[config.mk]
export PLATFORM = sky130hd
export DESIGN_NAME = bubble_ring
export DESIGN_NICKNAME = d
export VERILOG_FILES = /design/src/rtl/bubble_ring_pkg.sv /design/src/rtl/ring_phase_flip.sv /design/src/rtl/ring_stage.sv /design/src/rtl/ring_monitor.sv /design/src/rtl/bubble_ring.sv
export SDC_FILE = /design/constraint.sdc
export NUM_CORES = 1
export LEC_CHECK = 0
export BUFFER_PORTS_ARGS = -buffer_cell sky130_fd_sc_hd__buf_2
export CAP_MARGIN = 20
export CORE_MARGIN = 2
export CORE_UTILIZATION = 60
export CTS_BUF_LIST = sky130_fd_sc_hd__clkbuf_4
export DETAILED_ROUTE_END_ITERATION = 8
export GPL_TIMING_DRIVEN = 0
export MAX_ROUTING_LAYER = met4
export PLACE_DENSITY = 0.87
export SETUP_SLACK_MARGIN = 0.5
export SYNTH_ARGS = -nofsm -noshare
export SYNTH_HDL_FRONTEND = slang
export SYNTH_SLANG_ARGS = --single-unit
[constraint.sdc]
create_clock -name clk -period 5.59 [get_ports clk]
set_input_delay 1.3975 -clock clk [delete_from_list [all_inputs] [get_ports clk]]
set_output_delay 1.3975 -clock clk [all_outputs]
set_load 0.03 [all_outputs]
[src/rtl/bubble_ring_pkg.sv]
package bubble_ring_pkg;
  typedef enum logic [1:0] {
    START_EMPTY  = 2'd0,
    START_FULL   = 2'd1,
    START_SPREAD = 2'd2,
    START_NOINV  = 2'd3
  } start_mode_e;
endpackage

[src/rtl/ring_phase_flip.sv]
module ring_phase_flip #(
  parameter int W = 8
) (
  input  logic         en,
  input  logic [W-1:0] in_a,
  input  logic [W-1:0] in_b,
  output logic [W-1:0] out_a,
  output logic [W-1:0] out_b
);
  assign out_a = in_a;
  assign out_b = in_b ^ {W{en}};
endmodule

[src/rtl/ring_stage.sv]
module ring_stage #(
  parameter int W = 8
) (
  input  logic         clk,
  input  logic         rst,
  input  logic [W-1:0] init_a,
  input  logic [W-1:0] init_b,
  input  logic [W-1:0] pred_a,
  input  logic [W-1:0] pred_b,
  input  logic         succ_full,
  output logic [W-1:0] q_a,
  output logic [W-1:0] q_b,
  output logic         phase,
  output logic         full,
  output logic         fire
);
  logic pred_phase;

  assign pred_phase = pred_a[0] ^ pred_b[0];
  assign phase      = q_a[0] ^ q_b[0];
  assign full       = pred_phase ^ phase;
  assign fire       = full & ~succ_full;

  always_ff @(posedge clk) begin
    if (rst) begin
      q_a <= init_a;
      q_b <= init_b;
    end else if (fire) begin
      q_a <= pred_a;
      q_b <= pred_b;
    end
  end


  rails_consistent_chk: assert property (@(posedge clk) disable iff (rst)
    (((q_a ^ q_b) == '0) || ((q_a ^ q_b) == '1)));
endmodule

[src/rtl/ring_monitor.sv]
module ring_monitor #(
  parameter int K  = 4,
  parameter int CW = 16
) (
  input  logic            clk,
  input  logic            rst,
  input  logic [K-1:0]    fire,
  input  logic [K-1:0]    full,
  input  logic [K-1:0]    init_map,
  output logic [K-1:0]    fire_q,
  output logic [$clog2(K+1)-1:0] token_q,
  output logic [K*CW-1:0] count_flat,
  output logic            dead_q
);
  localparam int TW = $clog2(K+1);

  function automatic logic [TW-1:0] ones(input logic [K-1:0] v);
    logic [TW-1:0] n;
    n = '0;
    for (int i = 0; i < K; i++) n = n + TW'(v[i]);
    return n;
  endfunction

  logic [TW-1:0] idle_q, idle_nx;
  logic          live_q;

  assign idle_nx = (|fire) ? '0 : ((idle_q == TW'(K)) ? idle_q : idle_q + 1'b1);

  always_ff @(posedge clk) begin
    if (rst) begin
      fire_q  <= '0;
      token_q <= ones(init_map);
      idle_q  <= '0;
      dead_q  <= 1'b0;
      live_q  <= 1'b0;
    end else begin
      fire_q  <= fire;
      token_q <= ones(full);
      idle_q  <= idle_nx;
      dead_q  <= (idle_nx == TW'(K));
      live_q  <= 1'b1;
    end
  end

  for (genvar g = 0; g < K; g++) begin : g_cnt
    logic [CW-1:0] cnt_q;
    always_ff @(posedge clk) begin
      if (rst) cnt_q <= '0;
      else     cnt_q <= cnt_q + CW'(fire[g]);
    end
    assign count_flat[g*CW +: CW] = cnt_q;
  end


  token_stable_chk: assert property (@(posedge clk) disable iff (rst)
    live_q |-> $stable(token_q));

  dead_quiet_chk: assert property (@(posedge clk) disable iff (rst)
    dead_q |-> (fire_q == '0));
endmodule

[src/rtl/bubble_ring.sv]
module bubble_ring
  import bubble_ring_pkg::*;
#(
  parameter int K  = 4,
  parameter int W  = 8,
  parameter int CW = 16
) (
  input  logic                   clk,
  input  logic                   rst,
  input  logic [1:0]             init_mode,
  output logic [K-1:0]           stage_phase,
  output logic [K-1:0]           stage_fire,
  output logic [K*W-1:0]         stage_value,
  output logic [$clog2(K+1)-1:0] token_count,
  output logic [K*CW-1:0]        fire_count,
  output logic                   deadlock
);
  localparam int TW = $clog2(K+1);

  function automatic logic [K-1:0] token_map(input start_mode_e m);
    logic [K-1:0] t;
    for (int i = 0; i < K; i++) begin
      case (m)
        START_EMPTY:  t[i] = (i == 0);
        START_FULL:   t[i] = (i != 0);
        START_SPREAD: t[i] = ((i % 2) == 0);
        default:      t[i] = 1'b0;
      endcase
    end
    return t;
  endfunction

  function automatic logic [K-1:0] phase_map(input logic [K-1:0] t);
    logic [K-1:0] p;
    p[0] = 1'b0;
    for (int i = 1; i < K; i++) p[i] = p[i-1] ^ t[i];
    return p;
  endfunction

  logic [K-1:0] start_tok, start_ph;
  logic         start_inv, inv_q, live_q;

  assign start_tok = token_map(start_mode_e'(init_mode));
  assign start_ph  = phase_map(start_tok);
  assign start_inv = start_ph[K-1] ^ start_tok[0];

  always_ff @(posedge clk) begin
    if (rst) begin
      inv_q  <= start_inv;
      live_q <= 1'b0;
    end else begin
      live_q <= 1'b1;
    end
  end

  logic [W-1:0] ra   [K];
  logic [W-1:0] rb   [K];
  logic [W-1:0] loop_a, loop_b;
  logic [K-1:0] full, fire;

  ring_phase_flip #(.W(W)) u_flip (
    .en   (inv_q),
    .in_a (ra[K-1]),
    .in_b (rb[K-1]),
    .out_a(loop_a),
    .out_b(loop_b)
  );

  for (genvar g = 0; g < K; g++) begin : g_stage
    localparam logic [W-1:0] IDXV = W'(g);
    localparam int PRED = (g == 0) ? K - 1 : g - 1;
    localparam int SUCC = (g == K - 1) ? 0 : g + 1;
    logic [W-1:0] pa, pb;
    if (g == 0) begin : g_head
      assign pa = loop_a;
      assign pb = loop_b;
    end else begin : g_body
      assign pa = ra[PRED];
      assign pb = rb[PRED];
    end
    ring_stage #(.W(W)) u_stage (
      .clk      (clk),
      .rst      (rst),
      .init_a   (IDXV),
      .init_b   (IDXV ^ {W{start_ph[g]}}),
      .pred_a   (pa),
      .pred_b   (pb),
      .succ_full(full[SUCC]),
      .q_a      (ra[g]),
      .q_b      (rb[g]),
      .phase    (stage_phase[g]),
      .full     (full[g]),
      .fire     (fire[g])
    );
    assign stage_value[g*W +: W] = ra[g];
  end

  ring_monitor #(.K(K), .CW(CW)) u_mon (
    .clk       (clk),
    .rst       (rst),
    .fire      (fire),
    .full      (full),
    .init_map  (start_tok),
    .fire_q    (stage_fire),
    .token_q   (token_count),
    .count_flat(fire_count),
    .dead_q    (deadlock)
  );


  no_adjacent_fire_chk: assert property (@(posedge clk) disable iff (rst)
    live_q |-> ((stage_fire & {stage_fire[0], stage_fire[K-1:1]}) == '0));

  phase_moves_on_fire_chk: assert property (@(posedge clk) disable iff (rst)
    live_q |-> ((stage_phase ^ $past(stage_phase)) == stage_fire));

  token_parity_chk: assert property (@(posedge clk) disable iff (rst)
    live_q |-> (token_count[0] == inv_q));
endmodule

After elaboration in Yosys (flattened, before gate mapping)
Index checks and enable logic that the tools add are counted.
{"block": "word_totals", "latchBits": 0, "reg_bits": 140, "mem_count": 0, "input_bits": 4, "mem_bits_rw": 0, "wordCells": 75, "mem_bits_ro": 0, "out_inout_bits": 108}
{"block": "op_classes", "n_reduce_logical": 7, "n_eq_ne": 4, "n_div": 0, "add_sub_neg": 11, "n_mul": 0, "n_shift": 0, "magnitude_cmp": 0, "mux": 12, "bitwise_logic": 24}
{"op": "16-bit by 1-bit adder with 16-bit output", "n": 4}
{"op": "8-bit 2-to-1 mux", "n": 6}
{"op": "3-bit by 1-bit adder with 3-bit output", "n": 4}
{"op": "1-bit bitwise XOR", "n": 12}
{"op": "3-bit 2-to-1 mux", "n": 3}
{"op": "8-bit bitwise XOR", "n": 1}
{"op": "3-bit equality test, second input constant", "n": 2}
{"op": "1-bit inverter", "n": 6}
{"op": "2-bit nonzero test", "n": 3}
{"op": "1-bit by 1-bit adder with 2-bit output", "n": 2}
{"op": "1-bit bitwise AND", "n": 4}
{"op": "2-bit OR reduction", "n": 2}
{"op": "4-bit OR reduction", "n": 1}
{"op": "3-bit by 1-bit adder with 3-bit output, second input constant", "n": 1}
{"op": "1-bit 2-to-1 mux", "n": 3}
{"op": "2-bit by 1-bit equality test with 1-bit output, second input constant", "n": 1}
{"op": "2-bit equality test, second input constant", "n": 1}
{"op": "2-bit zero test", "n": 1}
{"op": "2-bit inverter", "n": 1}

Longest topological paths before layout
{"block": "depth", "ltp_word": 8, "ltp_mapped": 12, "depth_no_buf": 11}

Cells and area by module
A second synthesis with hierarchy kept.
{"block": "unflattened", "hier_cells": 547, "area_unflattened_um2": 6451.2}
{"mod": "ring_monitor", "area_each_um2": 3235.6, "seq_area_each_um2": 1501.4, "instances": 1, "cells_each": 355}
{"mod": "ring_stage", "area_each_um2": 735.7, "seq_area_each_um2": 480.5, "instances": 4, "cells_each": 40}
{"mod": "ring_phase_flip", "area_each_um2": 141.4, "seq_area_each_um2": 0.0, "instances": 1, "cells_each": 17}
{"mod": "bubble_ring", "area_each_um2": 131.4, "seq_area_each_um2": 30.0, "instances": 1, "cells_each": 15}

Least setup slack after synthesis
No wires, ideal clock.
{"block": "synth_path", "path_type": "reg2reg", "from": "register g_stage[0].u_stage.q_a[0]", "to": "register u_mon.g_cnt[3].cnt_q[14]", "stages_incl_launch_ff": 12, "synth_period_minus_slack_ps": 2724, "required_time_ps": 5462, "n_path_buf": 0, "setup_time_ps": 128, "t_arrival_ps": 2597, "slack_ps": 2866, "cell_sequence": "dfxtp_1 -> xnor2_2 -> inv_4 -> xnor2_2 -> mux2_4 -> inv_6 -> ha_1 -> ha_1 -> nand2_1 -> nor4_1 -> xnor2_1 -> nor2_1"}
{"block": "synth_via", "elab_chain_len": 5}
{"item": "start: declaration", "line_no": "ring_stage.sv:11", "rtl": "output logic [W-1:0] q_a,"}
{"item": "start signal: assignment", "line_no": "ring_stage.sv:26", "rtl": "q_a <= init_a;"}
{"item": "start signal: assignment", "line_no": "ring_stage.sv:29", "rtl": "q_a <= pred_a;"}
{"item": "1-bit bitwise XOR", "line_no": "ring_stage.sv:20", "rtl": "assign phase = q_a[0] ^ q_b[0];"}
{"item": "named net g_stage[0].u_stage.phase", "line_no": "ring_stage.sv:13", "rtl": "output logic phase,"}
{"item": "1-bit bitwise XOR", "line_no": "ring_stage.sv:21", "rtl": "assign full = pred_phase ^ phase;"}
{"item": "1-bit inverter", "line_no": "ring_stage.sv:22", "rtl": "assign fire = full & ~succ_full;"}
{"item": "1-bit bitwise AND", "line_no": "ring_stage.sv:22"}
{"item": "named net g_stage[3].u_stage.fire", "line_no": "ring_stage.sv:15", "rtl": "output logic fire"}
{"item": "16-bit by 1-bit adder with 16-bit output", "line_no": "ring_monitor.sv:49", "rtl": "else cnt_q <= cnt_q + CW'(fire[g]);"}
{"item": "end signal: assignment", "line_no": "ring_monitor.sv:49"}
{"item": "end: declaration", "line_no": "ring_monitor.sv:46", "rtl": "logic [CW-1:0] cnt_q;"}
The timed path passes the listed nets, and every way through them passes these cells.
A chain may end at the register's enable or synchronous reset.

Worst setup path in the final report
{"block": "layout_path", "from": "register g_stage[2].u_stage.q_b[0]", "to": "output stage_phase[2]"}
{"block": "layout_via", "elab_chain_len": 1}
{"item": "start: declaration", "line_no": "ring_stage.sv:12", "rtl": "output logic [W-1:0] q_b,"}
{"item": "start signal: assignment", "line_no": "ring_stage.sv:27", "rtl": "q_b <= init_b;"}
{"item": "start signal: assignment", "line_no": "ring_stage.sv:30", "rtl": "q_b <= pred_b;"}
{"item": "1-bit bitwise XOR", "line_no": "ring_stage.sv:20"}
{"item": "end: declaration", "line_no": "bubble_ring.sv:11", "rtl": "output logic [K-1:0] stage_phase,"}
Every way passes these cells.

==> flow_summary.yaml <==
pwr:
  internal_power_w: 0.00141
  total_leakage_power_nw: 2.48
  powerDensity_nw_per_um2: 421
  seqPwrFrac_pct: 39.3
  pwr-share-clk_pct: 13.7
  p_sw_w: 0.00103
  netSwitchingFraction_pct: 42.2
  pwr-share-comb_pct: 47.1
  peakVddDrop_mv: 0.264
logic_synthesis:
  ys_ff_latch: 112
  ys_warn_count: 0
  syn_avg_cell_area_sq_um: 9.11
  synth_compound_area_share_pct: 7.81
  ys_types: 46
  synth_top_family_by_area: "simple AND/OR/NAND/NOR gates"
  synthArstFlopShare_pct: 0
  synth_adder_area_share_pct: 4.14
  ys.flop_type: "dfxtp_1"
  synthMuxAreaShare_pct: 4.64
  synth_simple_gate_area_share_pct: 21.9
  synth_cells: 551
  syn-cell-area_sq_um: 5020
  ys_seq_area_share_pct: 45.5
  syn_nets: 571
  synth_edf_count: 4
  synth-xor-area-share_pct: 11.9
critical_path:
  cpMaxStageDelayCell: "edfxtp_1"
  cp-start-kind: "register"
  cp.depth: 4
  critical_path_class: "reg -> out"
  reg2reg_from: "g_stage[3].u_stage.q_b[0]"
  cp.arrival_ns: 1.82
  path_delay_family: "flip-flops"
  rr_endpoint: "u_mon.g_cnt[0].cnt_q[12]"
  end_kind: "output port"
  max_stage_delay_ns: 0.55
  crit_buf_inv: 3
  crit_chain: "xnor2_4 > inv_1 > buf_4 > buf_2"
  required_ns: 4.19
  crit_fanout: 8
  reg2regPathDepth: 11
  reg2reg_slack_ns: 2.63
cts:
  cts_buffers: 9
  clk_latency_ns: 0.45
  cts_sinks: 112
  cts_tree: "built"
  htree_levels: 3
  cts_resized: 0
  cts.reportedPaths.clkPinSlew_ns: 0.16
  clockBufferDepth: 2
  clockRootBuffer: "clkbuf_4"
  ctsHoldBuffers: 0
  post_cts_buffers: 0
floorplan:
  num_rows: 33
  start_util_pct: 61.4
  fp.dieW_um: 95.4
  pin_count: 112
  die_area_sq_um: 9110
  core_area_sq_um: 8180
  die_h_um: 95.4
sta:
  clock.fmax_ghz: 0.311
  finClkSkew_ns: 0.0144
  slew_headroom_pct: 45.2
  layout_worst_path_cycle_share_pct: 57.6
  setup_tns_ns: 0
  hold_viol: 0
  setup_violations: 0
  period_minus_slack_ns: 3.22
  tightest_slew_ns: 0.815
  slew_viol_final: 0
  grt_setup_unrepaired: "false"
route:
  vias: 4403
  drc: 0
  dr.pass1.iters: 5
  totalWireLength_um: 11900
  viasPerCell: 5.62
  drt_iter0_markers: 201
  wl_per_cell_um: 15.1
  drt.antenna.violating_nets: 0
min_path:
  whs_endpoint: "g_stage[0].u_stage.q_a[3]"
  min_path_cells: 2
  hold_path.class: "reg -> reg"
  min_from: "g_stage[3].u_stage.q_a[3]"
grt:
  antenna_found_initial: 1
  overflow: 0
  grt_pass1_vias: 3962
  grt_usage_pct: 27.2
  grt_max_degree: 18
  grt_first_pass_wirelength_um: 18700
layout:
  final_common_cell: "buf_2"
  drive_gt1_share_pct: 22.0
  instances_no_fill: 783
  areaGrowthSynthToFinish_pct: 15.8
  layout_common_cells: "buf_2, dfxtp_1, nor2_1"
  layout.nets: 693
placed_design:
  detailed_place_hpwl_um: 8710
  place.gp.congestion: 0.900
  placed_cells: 767
  io_buffers: 111
flow_run:
  maxCapViolCount: 0
status:
  status: "finished clean"
Yosys cell counts, drive strengths merged, types with 2 or more instances:
library cell,number,area [sq um]
a21oi,30,150
and3,8,50.1
and4,3,26.3
buf,9,55.1
clkbuf,17,63.8
dfxtp,108,2160
edfxtp,4,120
ha,15,188
inv,20,87.6
mux2,5,60.1
mux2i,16,173
nand2,46,173
nand3,48,240
nand3b,2,15.0
nand4,16,100
nor2,59,221
nor2b,8,50.1
nor3,15,80.1
nor4,8,50.1
o21ai,29,145
o31ai,4,30.0
or3,9,56.3
or4,3,22.5
xnor2,33,379
xor2,25,219
layer usage:
metal	wire, um	GRT usage [%]
met1	5100	35.2
met2	5660	42.3
met3	865	5.38
met4	229	10.1
met5	0	-
how the worst max path moves through the flow:
stage,from,to
after floorplan,g_stage[0].u_stage.q_a[0],u_mon.g_cnt[3].cnt_q[14]
after global placement,g_stage[3].u_stage.q_b[0],u_mon.g_cnt[0].cnt_q[10]
after detailed placement,g_stage[3].u_stage.q_b[0],u_mon.g_cnt[0].cnt_q[14]
after CTS,g_stage[2].u_stage.q_b[0],stage_phase[2]
after global routing,g_stage[2].u_stage.q_b[0],stage_phase[2]
final,g_stage[2].u_stage.q_b[0],stage_phase[2]
power groups by stage:
| stage | logic, W | registers, W | clock network (W) |
|---|---|---|---|
| finish | 0.00115 | 0.000961 | 0.000334 |
| global route | 0.00125 | 0.000970 | 0.000377 |
| CTS | 0.00115 | 0.000960 | 0.000343 |
| detailed placement | 0.00115 | 0.000978 | 0 |
| global placement | 0.00111 | 0.000974 | 0 |
| floorplan | 0.000788 | 0.00107 | 0 |
cell families (layout without fill, tap and decap cells):
| kind of cell | count (synthesis) | after routing |
|---|---|---|
| mux | 21 | 21 |
| flops | 112 | 112 |
| compound gates | 71 | 71 |
| fa+ha+maj | 16 | 16 |
| xor+xnor | 58 | 58 |
| simple gates | 227 | 227 |
| other cells | 0 | 1 |
| buf+inv | 46 | 172 |
cell type report:
| class | count | area [sq um] |
|---|---|---|
| Tap cell | 105 | 131 |
| Fill cell | 641 | 2360 |
| Antenna cell | 1 | 2.50 |
| Inverter | 20 | 87.6 |
| Sequential cell | 112 | 2280 |
| Timing Repair Buffer | 111 | 556 |
| Clock inverter | 6 | 37.5 |
| Buffer | 26 | 119 |
| Clock buffer | 9 | 67.6 |
| Multi-Input combinational cell | 393 | 2530 |
registers in the layout, indices dropped and copies added, names as in the netlist:
register             count
u_mon.g_cnt.cnt_q       64
g_stage.u_stage.q_b      4
u_mon.fire_q             4
u_mon.dead_q             1
u_mon.idle_q             3
g_stage.u_stage.q_a     32
u_mon.token_q            3
inv_q                    1
tightest hold or removal path, stage by stage, from the launching register on:
cell     delay, ns
dfxtp_1       0.34
nand2_1       0.07
mux2i_1       0.06
through the flow:
stage | power, W | area (sq um) | utilization (%) | setup slack, ns | hold slack (ns)
6_report | 0.00245 | 5810 | 71.1 | 2.37 | 0.489
5_1_grt | 0.00260 | 5810 | 71.1 | 2.31 | 0.514
4_1_cts | 0.00246 | 5810 | 71.1 | 2.37 | 0.489
3_5_place_dp | 0.00212 | 5700 | 69.8 | 2.67 | 0.469
3_3_place_gp | 0.00208 | 5700 | 69.8 | 2.73 | 0.457
2_1_floorplan | 0.00186 | 5020 | - | 2.87 | 0.498
(Power assumes the default switching activity.)
